`src/rtl/irq_prio_pkg.sv`:
```
package irq_prio_pkg;
    localparam int NUM_SRC      = 32;
    localparam int NUM_EXT      = 6;
    localparam int LVL_W        = 3;
    localparam int IDX_W        = $clog2(NUM_SRC);
    localparam int VEC_W        = 8;
    localparam int BASE_W       = VEC_W - IDX_W;
    localparam int ADDR_W       = 8;
    localparam int DATA_W       = 32;
    localparam int NIB          = 4;
    localparam int SRC_PER_WORD = DATA_W / NIB;
    localparam int FILT_LEN     = 3;
    localparam int MIN_VEC      = 64;

    localparam logic [ADDR_W-1:0] A_LVL0 = 8'h00;
    localparam logic [ADDR_W-1:0] A_PEND = 8'h10;
    localparam logic [ADDR_W-1:0] A_EDGE = 8'h14;
    localparam logic [ADDR_W-1:0] A_BASE = 8'h18;
    localparam logic [BASE_W-1:0] BASE_MIN = BASE_W'(MIN_VEC >> IDX_W);

    typedef logic [LVL_W-1:0] lvl_t;
    typedef logic [IDX_W-1:0] idx_t;

    typedef struct packed {
        logic any;
        lvl_t lvl;
        idx_t idx;
    } win_t;

    function automatic logic [ADDR_W-1:0] lvl_addr(input int src);
        return A_LVL0 + ADDR_W'((src / SRC_PER_WORD) * 4);
    endfunction

    function automatic logic [BASE_W-1:0] legal_base(input logic [VEC_W-1:0] w);
        return (w < VEC_W'(MIN_VEC)) ? BASE_MIN : w[VEC_W-1:IDX_W];
    endfunction
endpackage

```
`src/rtl/irq_ext_filter.sv`:
```
module irq_ext_filter #(
    parameter int FILT = irq_prio_pkg::FILT_LEN
) (
    input  logic clk,
    input  logic rst,
    input  logic pin,
    input  logic rise_sel,
    output logic hit
);
    localparam int CW = $clog2(FILT + 1);

    logic [1:0]    sync_q;
    logic [CW-1:0] run_q;
    logic          act;

    assign act = rise_sel ? sync_q[1] : ~sync_q[1];
    assign hit = act && (run_q == CW'(FILT - 1));

    always_ff @(posedge clk) begin
        if (rst) begin
            sync_q <= '0;
            run_q  <= '0;
        end else begin
            sync_q <= {sync_q[0], pin};
            if (!act)
                run_q <= '0;
            else if (run_q != CW'(FILT))
                run_q <= run_q + 1'b1;
        end
    end
endmodule

```
`src/rtl/irq_prio_arb.sv`:
```
module irq_prio_arb
    import irq_prio_pkg::*;
#(
    parameter int N = NUM_SRC
) (
    input  logic [N-1:0] req,
    input  lvl_t         lvl [N],
    output win_t         win
);
    always_comb begin
        win = '0;
        for (int i = N - 1; i >= 0; i--) begin
            if (req[i] && lvl[i] != '0 && lvl[i] >= win.lvl) begin
                win.any = 1'b1;
                win.lvl = lvl[i];
                win.idx = idx_t'(i);
            end
        end
    end
endmodule

```
`src/rtl/irq_prio_ctl.sv`:
```
module irq_prio_ctl
    import irq_prio_pkg::*;
#(
    parameter int N_SRC = NUM_SRC,
    parameter int N_EXT = NUM_EXT
) (
    input  logic                   clk,
    input  logic                   rst,
    input  logic [ADDR_W-1:0]      bus_addr,
    input  logic [DATA_W-1:0]      bus_wdata,
    input  logic                   bus_we,
    output logic [DATA_W-1:0]      bus_rdata,
    input  logic [N_EXT-1:0]       ext_irq_i,
    input  logic [N_SRC-N_EXT-1:0] int_irq_i,
    output logic [LVL_W-1:0]       irq_lvl_o,
    input  logic                   iack_i,
    output logic [VEC_W-1:0]       vec_o,
    output logic                   vec_vld_o
);
    lvl_t              lvl_q [N_SRC];
    logic [N_EXT-1:0]  rise_q;
    logic [N_EXT-1:0]  ext_pend;
    logic [N_EXT-1:0]  hit;
    logic [N_EXT-1:0]  clr;
    logic [BASE_W-1:0] base_q;
    logic              base_wr_q;
    idx_t              win_idx_q;
    logic [N_SRC-1:0]  req;
    win_t              win;
    logic              unused_bits;

    assign unused_bits = ^bus_wdata;
    assign req = {int_irq_i, ext_pend};

    for (genvar k = 0; k < N_EXT; k++) begin : g_ext
        irq_ext_filter #(.FILT(FILT_LEN)) u_filt (
            .clk      (clk),
            .rst      (rst),
            .pin      (ext_irq_i[k]),
            .rise_sel (rise_q[k]),
            .hit      (hit[k])
        );
        assign clr[k] = bus_we && (bus_addr == lvl_addr(k))
                        && bus_wdata[(k % SRC_PER_WORD) * NIB + LVL_W];
    end

    irq_prio_arb #(.N(N_SRC)) u_arb (
        .req (req),
        .lvl (lvl_q),
        .win (win)
    );

    always_ff @(posedge clk) begin
        if (rst) begin
            for (int i = 0; i < N_SRC; i++) lvl_q[i] <= '0;
            rise_q    <= '1;
            ext_pend  <= '0;
            base_q    <= BASE_MIN;
            base_wr_q <= 1'b0;
            irq_lvl_o <= '0;
            win_idx_q <= '0;
            vec_o     <= '0;
            vec_vld_o <= 1'b0;
        end else begin
            if (bus_we) begin
                for (int i = 0; i < N_SRC; i++)
                    if (bus_addr == lvl_addr(i))
                        lvl_q[i] <= bus_wdata[(i % SRC_PER_WORD) * NIB +: LVL_W];
                if (bus_addr == A_EDGE)
                    rise_q <= bus_wdata[N_EXT-1:0];
                if (bus_addr == A_BASE) begin
                    base_q    <= legal_base(bus_wdata[VEC_W-1:0]);
                    base_wr_q <= 1'b1;
                end
            end
            ext_pend  <= hit | (ext_pend & ~clr);
            irq_lvl_o <= (base_wr_q && win.any) ? win.lvl : '0;
            win_idx_q <= win.idx;
            vec_vld_o <= iack_i && (irq_lvl_o != '0);
            if (iack_i)
                vec_o <= {base_q, win_idx_q};
        end
    end

    always_comb begin
        bus_rdata = '0;
        for (int i = 0; i < N_SRC; i++)
            if (bus_addr == lvl_addr(i))
                bus_rdata[(i % SRC_PER_WORD) * NIB +: LVL_W] = lvl_q[i];
        if (bus_addr == A_PEND) bus_rdata = DATA_W'(req);
        if (bus_addr == A_EDGE) bus_rdata = DATA_W'(rise_q);
        if (bus_addr == A_BASE) bus_rdata = DATA_W'({base_q, IDX_W'(0)});
    end
endmodule

```
`config.mk`:
```
export PLATFORM = sky130hd
export DESIGN_NAME = irq_prio_ctl
export DESIGN_NICKNAME = d
export VERILOG_FILES = /design/src/rtl/irq_prio_pkg.sv /design/src/rtl/irq_ext_filter.sv /design/src/rtl/irq_prio_arb.sv /design/src/rtl/irq_prio_ctl.sv
export SDC_FILE = /design/constraint.sdc
export NUM_CORES = 1
export LEC_CHECK = 0
export BUFFER_PORTS_ARGS = -buffer_cell sky130_fd_sc_hd__buf_2
export CORE_MARGIN = 4
export CORE_UTILIZATION = 56
export DETAILED_ROUTE_END_ITERATION = 12
export GPL_TIMING_DRIVEN = 0
export PLACE_DENSITY = 0.76
export SLEW_MARGIN = 40
export SYNTH_ARGS = -nofsm -noshare
export SYNTH_HDL_FRONTEND = slang
export SYNTH_SLANG_ARGS = --single-unit
```
`constraint.sdc`:
```
create_clock -name clk -period 108.7 [get_ports clk]
set_input_delay 0 -clock clk [delete_from_list [all_inputs] [get_ports clk]]
set_output_delay 0 -clock clk [all_outputs]
set_load 0.01 [all_outputs]
```
==> Yosys cells after proc, flatten, opt, wreduce, memory -nomap -nowiden <==
Cells that the tools add are included.
{ "totals": {"register_bits": 153, "inputBits": 76, "wordCells": 334} }
{ "classes": {"n_eq_ne": 18, "n_addsub": 6, "n_reduce_logical": 131, "n_lt_le_gt_ge": 33, "bitwise": 16, "mux": 74} }
{ "ops": {"columns": ["op", "n"], "rows": [
  ["9-bit two-way mux", 32],
  ["3-bit two-way mux", 33],
  ["3-bit nonzero test", 33],
  ["32-bit two-way mux", 3],
  ["3-bit >= comparator", 31],
  ["1-bit logical AND", 79],
  ["8-bit by 5-bit == test with 1-bit output, second input constant", 3],
  ["17-bit OR reduction", 1],
  ["8-bit by 4-bit == test with 1-bit output, second input constant", 2],
  ["2-bit OR reduction", 8],
  ["1-bit NOT", 13],
  ["2-bit by 1-bit adder with 2-bit output, second input constant", 6],
  ["2-bit == test, second input constant", 6],
  ["2-bit inequality test, second input constant", 6],
  ["2-bit AND reduction", 6],
  ["9-bit OR reduction", 1],
  ["8-bit by 3-bit == test with 1-bit output, second input constant", 1],
  ["8-bit zero test", 1],
  ["8-bit by 7-bit < comparator with 1-bit output, second input constant", 1],
  ["6-bit AND", 1],
  ["1-bit two-way mux", 6],
  ["6-bit NOT", 1],
  ["6-bit OR", 1],
  ["5-bit OR reduction", 1],
  ["2 further kinds", 2]
]} }

==> Depth between registers and ports, before layout <==
{ "depth": {"depth_word": 100, "ltp_mapped": 248} }

==> Cells and area by module <==
A second synthesis with hierarchy kept.
{ "hier_totals": {"cells_unflattened": 1693, "hier_area_um2": 12276.8} }
{ "modules_own_cells": {"columns": ["module", "n_inst", "area_each_um2", "cells_each"], "rows": [
  ["irq_prio_ctl", 1, 5896.9, 760],
  ["irq_prio_arb", 1, 5336.4, 831],
  ["irq_ext_filter", 6, 173.9, 17]
]} }

==> Worst setup path after synthesis <==
Ideal clock, no wire load.
{ "synth_path": {"kind": "register -> register", "from": "reg lvl_q[0] in the netlist's numbering", "to": "reg irq_lvl_o[0]", "required_time_ns": 108.573, "path_stages_with_launch": 242, "synth_period_minus_slack_ns": 42.702, "t_arrival_ns": 42.575, "n_path_buf": 1, "path_slack_ns": 65.998, "path_cell_list": "dfxtp_1 -> and2_1 -> ha_1 -> nor2b_4 -> o21ai_4 -> nand2_1 -> nand2_1 -> o21ai_0 -> ha_1 -> nand2b_1 -> inv_1 -> o32ai_1 -> a32oi_1 -> a21boi_0 -> mux2_2 -> ha_1 -> inv_1 -> a21boi_0 -> [206 not listed] -> inv_1 -> ha_1 -> nand2b_1 -> a21oi_1 -> a21boi_0 -> o21ai_0 -> clkbuf_1 -> nor2_1 -> a21oi_1 -> ha_1 -> nand2b_1 -> a21o_1 -> a21oi_1 -> nor2b_1 -> o31ai_1 -> nand4b_1 -> o21ai_1 -> o31ai_2"} }
{ "synth_between": {"elab_chain_cells": 100, "word_cells_on_any_way": 101, "cone_classes": "order compare (32); mux (32); bitwise (1); reduce/logical (36)"} }
{ "synth_lines": {"columns": ["item", "line_no", "source"], "rows": [
  ["start: declaration", "irq_prio_ctl.sv:20", "lvl_t lvl_q [N_SRC];"],
  ["start signal: indexed assignment", "irq_prio_ctl.sv:68", "lvl_q[i] <= bus_wdata[(i % SRC_PER_WORD) * NIB +: LVL_W];"],
  ["branches (longest 3 deep; another with 3-bit by 1-bit >= comparator with 1-bit output)", null, null],
  ["9-bit two-way mux (*)", "irq_prio_arb.sv:13", "if (req[i] && lvl[i] != '0 && lvl[i] >= win.lvl) begin"],
  ["3-bit >= comparator", "irq_prio_arb.sv:13", null],
  ["1-bit logical AND", "irq_prio_arb.sv:13", null],
  ["9-bit two-way mux (*)", "irq_prio_arb.sv:13", null],
  ["3-bit >= comparator", "irq_prio_arb.sv:13", null],
  ["1-bit logical AND", "irq_prio_arb.sv:13", null],
  ["9-bit two-way mux (*)", "irq_prio_arb.sv:13", null],
  ["[82 not listed]", null, null],
  ["1-bit logical AND", "irq_prio_arb.sv:13", null],
  ["9-bit two-way mux (*)", "irq_prio_arb.sv:13", null],
  ["3-bit >= comparator", "irq_prio_arb.sv:13", null],
  ["1-bit logical AND", "irq_prio_arb.sv:13", null],
  ["9-bit two-way mux (*)", "irq_prio_arb.sv:13", null],
  ["1-bit logical AND", "irq_prio_ctl.sv:77", "irq_lvl_o <= (base_wr_q && win.any) ? win.lvl : '0;"],
  ["1-bit NOT (no source line)", null, null],
  ["2-bit OR reduction (no source line)", null, null],
  ["end signal: assignment", "irq_prio_ctl.sv:77", null],
  ["end: declaration", "irq_prio_ctl.sv:15", "output logic [LVL_W-1:0] irq_lvl_o,"]
]} }
Mark *: on every way between the ends.
A chain may end at the register's enable or synchronous reset.

==> Worst setup path after layout <==
{ "layout_path": {"from": "reg lvl_q[2] in the netlist's numbering", "to": "reg win_idx_q[3]"} }
{ "layout_between": {"elab_chain_cells": 97, "word_cells_on_any_way": 98, "cone_classes": "order compare (32); mux (31); reduce/logical (35)"} }
{ "layout_lines": {"columns": ["item", "line_no", "source"], "rows": [
  ["branches (longest 3 deep; another with 3-bit by 1-bit >= comparator with 1-bit output)", null, null],
  ["9-bit two-way mux (*)", "irq_prio_arb.sv:13", null],
  ["3-bit >= comparator", "irq_prio_arb.sv:13", null],
  ["1-bit logical AND", "irq_prio_arb.sv:13", null],
  ["9-bit two-way mux (*)", "irq_prio_arb.sv:13", null],
  ["3-bit >= comparator", "irq_prio_arb.sv:13", null],
  ["1-bit logical AND", "irq_prio_arb.sv:13", null],
  ["9-bit two-way mux (*)", "irq_prio_arb.sv:13", null],
  ["[79 not listed]", null, null],
  ["1-bit logical AND", "irq_prio_arb.sv:13", null],
  ["9-bit two-way mux", "irq_prio_arb.sv:13", null],
  ["3-bit >= comparator", "irq_prio_arb.sv:13", null],
  ["1-bit logical AND", "irq_prio_arb.sv:13", null],
  ["9-bit two-way mux", "irq_prio_arb.sv:13", null],
  ["3-bit >= comparator", "irq_prio_arb.sv:13", null],
  ["1-bit logical AND", "irq_prio_arb.sv:13", null],
  ["9-bit OR reduction (no source line)", null, null],
  ["end signal: assignment", "irq_prio_ctl.sv:78", "win_idx_q <= win.idx;"],
  ["end: declaration", "irq_prio_ctl.sv:27", "idx_t win_idx_q;"]
]} }
Marks and branches as above.

==> impl_results.md <==
* Outcome: complete, no violations
* Final wirelength at 43500 um
* Max FO, Critical Path at 10
* Die H at 153 um
* 1st-pass router iterations at 6
* Port bufs at 113
* Maximum vdd drop at 0.0118 mV
* Tcrit/Tclk final at 46.8%
* First DRT Iteration DRCs at 1732
* Hold Crit Class: in -> reg
* H-tree levels at 4
* Total core area at 20500 um2
* Setup TNS at 0 ns
* Synth cell types at 106
* Dpl cells at 2031
* Vias at 13600
* ANT nets after route at 0
* Overall Global Routing Usage at 35.6%
* # IOs at 120
* Final setup vio count at 0
* Post-cts sizing count at 0
* Cell Area, Synth at 11800 um2
* WP data arrival at 51.15 ns
* FF+latch count, synth at 153
* Die area at 23500 um2
* Row cnt at 52
* HPWL after detailed placement at 33900 um
* Worst path slowest cell: nor4bb_1
* Startpoint Class: flop
* Post-Syn Nets at 1772
* Clock period minus worst slack at 50.83 ns
* Leading cell type in the layout, fill and taps excluded: nand2_1
* Area growth, synth to finish at 15.6%
* Worst-Skew Late Latency at 0.43 ns
* Final Wtd Congestion at 1.04
* Critical Path Sink Type: flop
* Unrepaired setup endpoints after global routing: false
* Cts hold-fix bufs at 37
* Most frequent cells in the layout: nand2_1, a21oi_1, dfxtp_1
* Async set or reset register ratio after synthesis at 0%
* Avg Cell Area, Syn at 7.18 um2
* Initial antenna violation count at 0
* Register area share after synthesis at 25.9%
* Post-Layout Cell Count at 2100
* Global-route wire length before repair at 67200 um
* Root Driver: clkbuf_16
* Setup CP Type: reg -> reg
* Layout cell share with drive strength beyond 1 at 12.3%
* Critical Path Max Stage Delay at 0.66 ns
* Critical Path RT at 109.02 ns
* Vias per Instance at 6.46
* Worst clock skew at 0.00845 ns
* CTS Buf Count at 17
* Layout Nets at 1941
* Post-synth EDFFs at 0
* Prevailing post-synth register cell: dfxtp_1
* Cell mode on critical path: ha_1
* Vias in the first global route at 12600
* Leak at 5.31 nW
* Clock sink count at 153
* Total gr overflow at 0
* P per Cell Area at 9.01 nW/um2
* DR WL/cell at 20.7 um
* Max-slew violations at 0
* Largest net degree at the start of global routing at 17
* Ys Warns at 0
* FMAX at 0.0197 GHz
* Post-route DRC violation count at 0
* MaxCap Viol Count at 0
* CTS tree: done
* Final Hold Violating Endpoints at 0
* Post-CTS Setup Inserts at 0
* Worst slew margin at 41.8%
* Max clock buf depth at 2
* Starting Density at 57.7%
* Clk slew on worst S/H paths at 0.07 ns
* Mapped Cells at 1648
* Die W at 153 um
* Least-Margin Pin Slew at 0.865 ns
* Antenna diodes at 0
==> Yosys cell counts (all sizes together) (4+ instances only) <==
cell	number	share of area [%]
o31ai	15	1.0
o41ai	4	0.46
a22oi	53	3.4
and3	13	0.69
a211o	6	0.44
inv	82	2.6
o211a	9	0.76
o21a	15	0.95
o221ai	8	0.59
maj3	4	0.35
xor2	12	0.89
o31a	8	0.59
or2	11	0.58
dfxtp	153	26
and2	31	1.6
or3	11	0.58
a211oi	18	1.2
buf	10	0.40
nand2b	42	2.2
a31oi	18	1.0
o21ai	108	4.8
clkbuf	69	2.2
o211ai	27	1.7
o22ai	9	0.58
a21boi	16	1.0
nor2b	24	1.3
nor4	10	0.84
mux2	19	1.9
ha	48	5.1
nand2	328	10
nor3	38	1.8
nand4	10	0.69
o21bai	6	0.41
nor2	103	3.3
nor3b	6	0.42
o311ai	5	0.43
mux2i	22	1.9
a21oi	176	7.6
nand3	27	1.1
a21o	10	0.63
a311oi	6	0.50
==> power breakdown <==
part	leakage [nW]	total (mW)	internal (mW)	switching, mW
Clock	0.268	0.0563	0.0309	0.0254
Sequential	1.24	0.0567	0.0565	0.000236
Combinational	3.81	0.0101	0.00356	0.00655
==> layout make-up <==
cell class | count | area [um2]
multi-input cells | 1334 | 8160
fillers | 1796 | 6830
flip-flops and latches | 153 | 3060
repair buffers | 150 | 936
clock buffers | 19 | 453
well taps | 270 | 338
inverters | 82 | 308
plain buffers | 79 | 307
clock inverters | 13 | 110
==> state kept, by name, indices dropped and copies added, names as in the netlist, 3 cells and up <==
register,cells
g_ext.u_filt.sync_q,12
ext_pend,6
irq_lvl_o,3
rise_q,6
lvl_q,96
g_ext.u_filt.run_q,12
vec_o,8
win_idx_q,5
base_q,3
==> worst paths after layout <==
kind,slack (ns),depth (start not counted),end,startpoint
setup / recovery,57.87,241,win_idx_q[3]$_SDFF_PP0_,lvl_q[2]$_SDFFE_PP0P_
hold / removal,0.12,2,vec_vld_o$_SDFF_PP0_,iack_i
setup reg to reg,57.87,241,win_idx_q[3]$_SDFF_PP0_,lvl_q[2]$_SDFFE_PP0P_
hold reg to reg,0.44,1,g_ext[0].u_filt.sync_q[1]$_SDFF_PP0_,g_ext[0].u_filt.sync_q[0]$_SDFF_PP0_
==> logic make-up after synthesis <==
group	Yosys count	share of synthesized area (%)
simple gates	665	26.5
mux	44	4.34
compound gates	561	31.8
buf+inv	161	5.19
xor+xnor	12	0.889
flops	153	25.9
fa+ha+maj	52	5.43
==> metrics by stage <==
step	hold WS (ns)	setup slack [ns]	instance area (um2)	util [%]	total power [mW]
after floorplan	0.0775	66.00	11800	-	0.0619
after global placement	0.208	60.19	12700	62.1	0.0665
after detailed placement	0.215	59.05	12700	62.1	0.0665
after CTS	0.123	58.81	13700	66.7	0.123
after global routing	0.155	53.70	13700	66.7	0.127
final	0.115	57.87	13700	66.7	0.123
==> layer usage <==
metal	share of wire [%]	global-route usage, %	vias up
met5	0	0	-
li1	-	-	6298
met3	13	7.86	168
met4	5.4	16.1	0
met1	38	46.5	6276
met2	44	56.3	830
==> critical path, delay by kind of cell, from the launching register on <==
| family | cells | cell delay (ns) |
|---|---|---|
| flops | 1 | 0.38 |
| compound gates | 105 | 21.93 |
| simple gates | 81 | 14.18 |
| mux | 12 | 4.07 |
| buf+inv | 10 | 0.98 |
| fa+ha+maj | 33 | 9.04 |
Note: power is estimated with default switching activity, not from simulation.
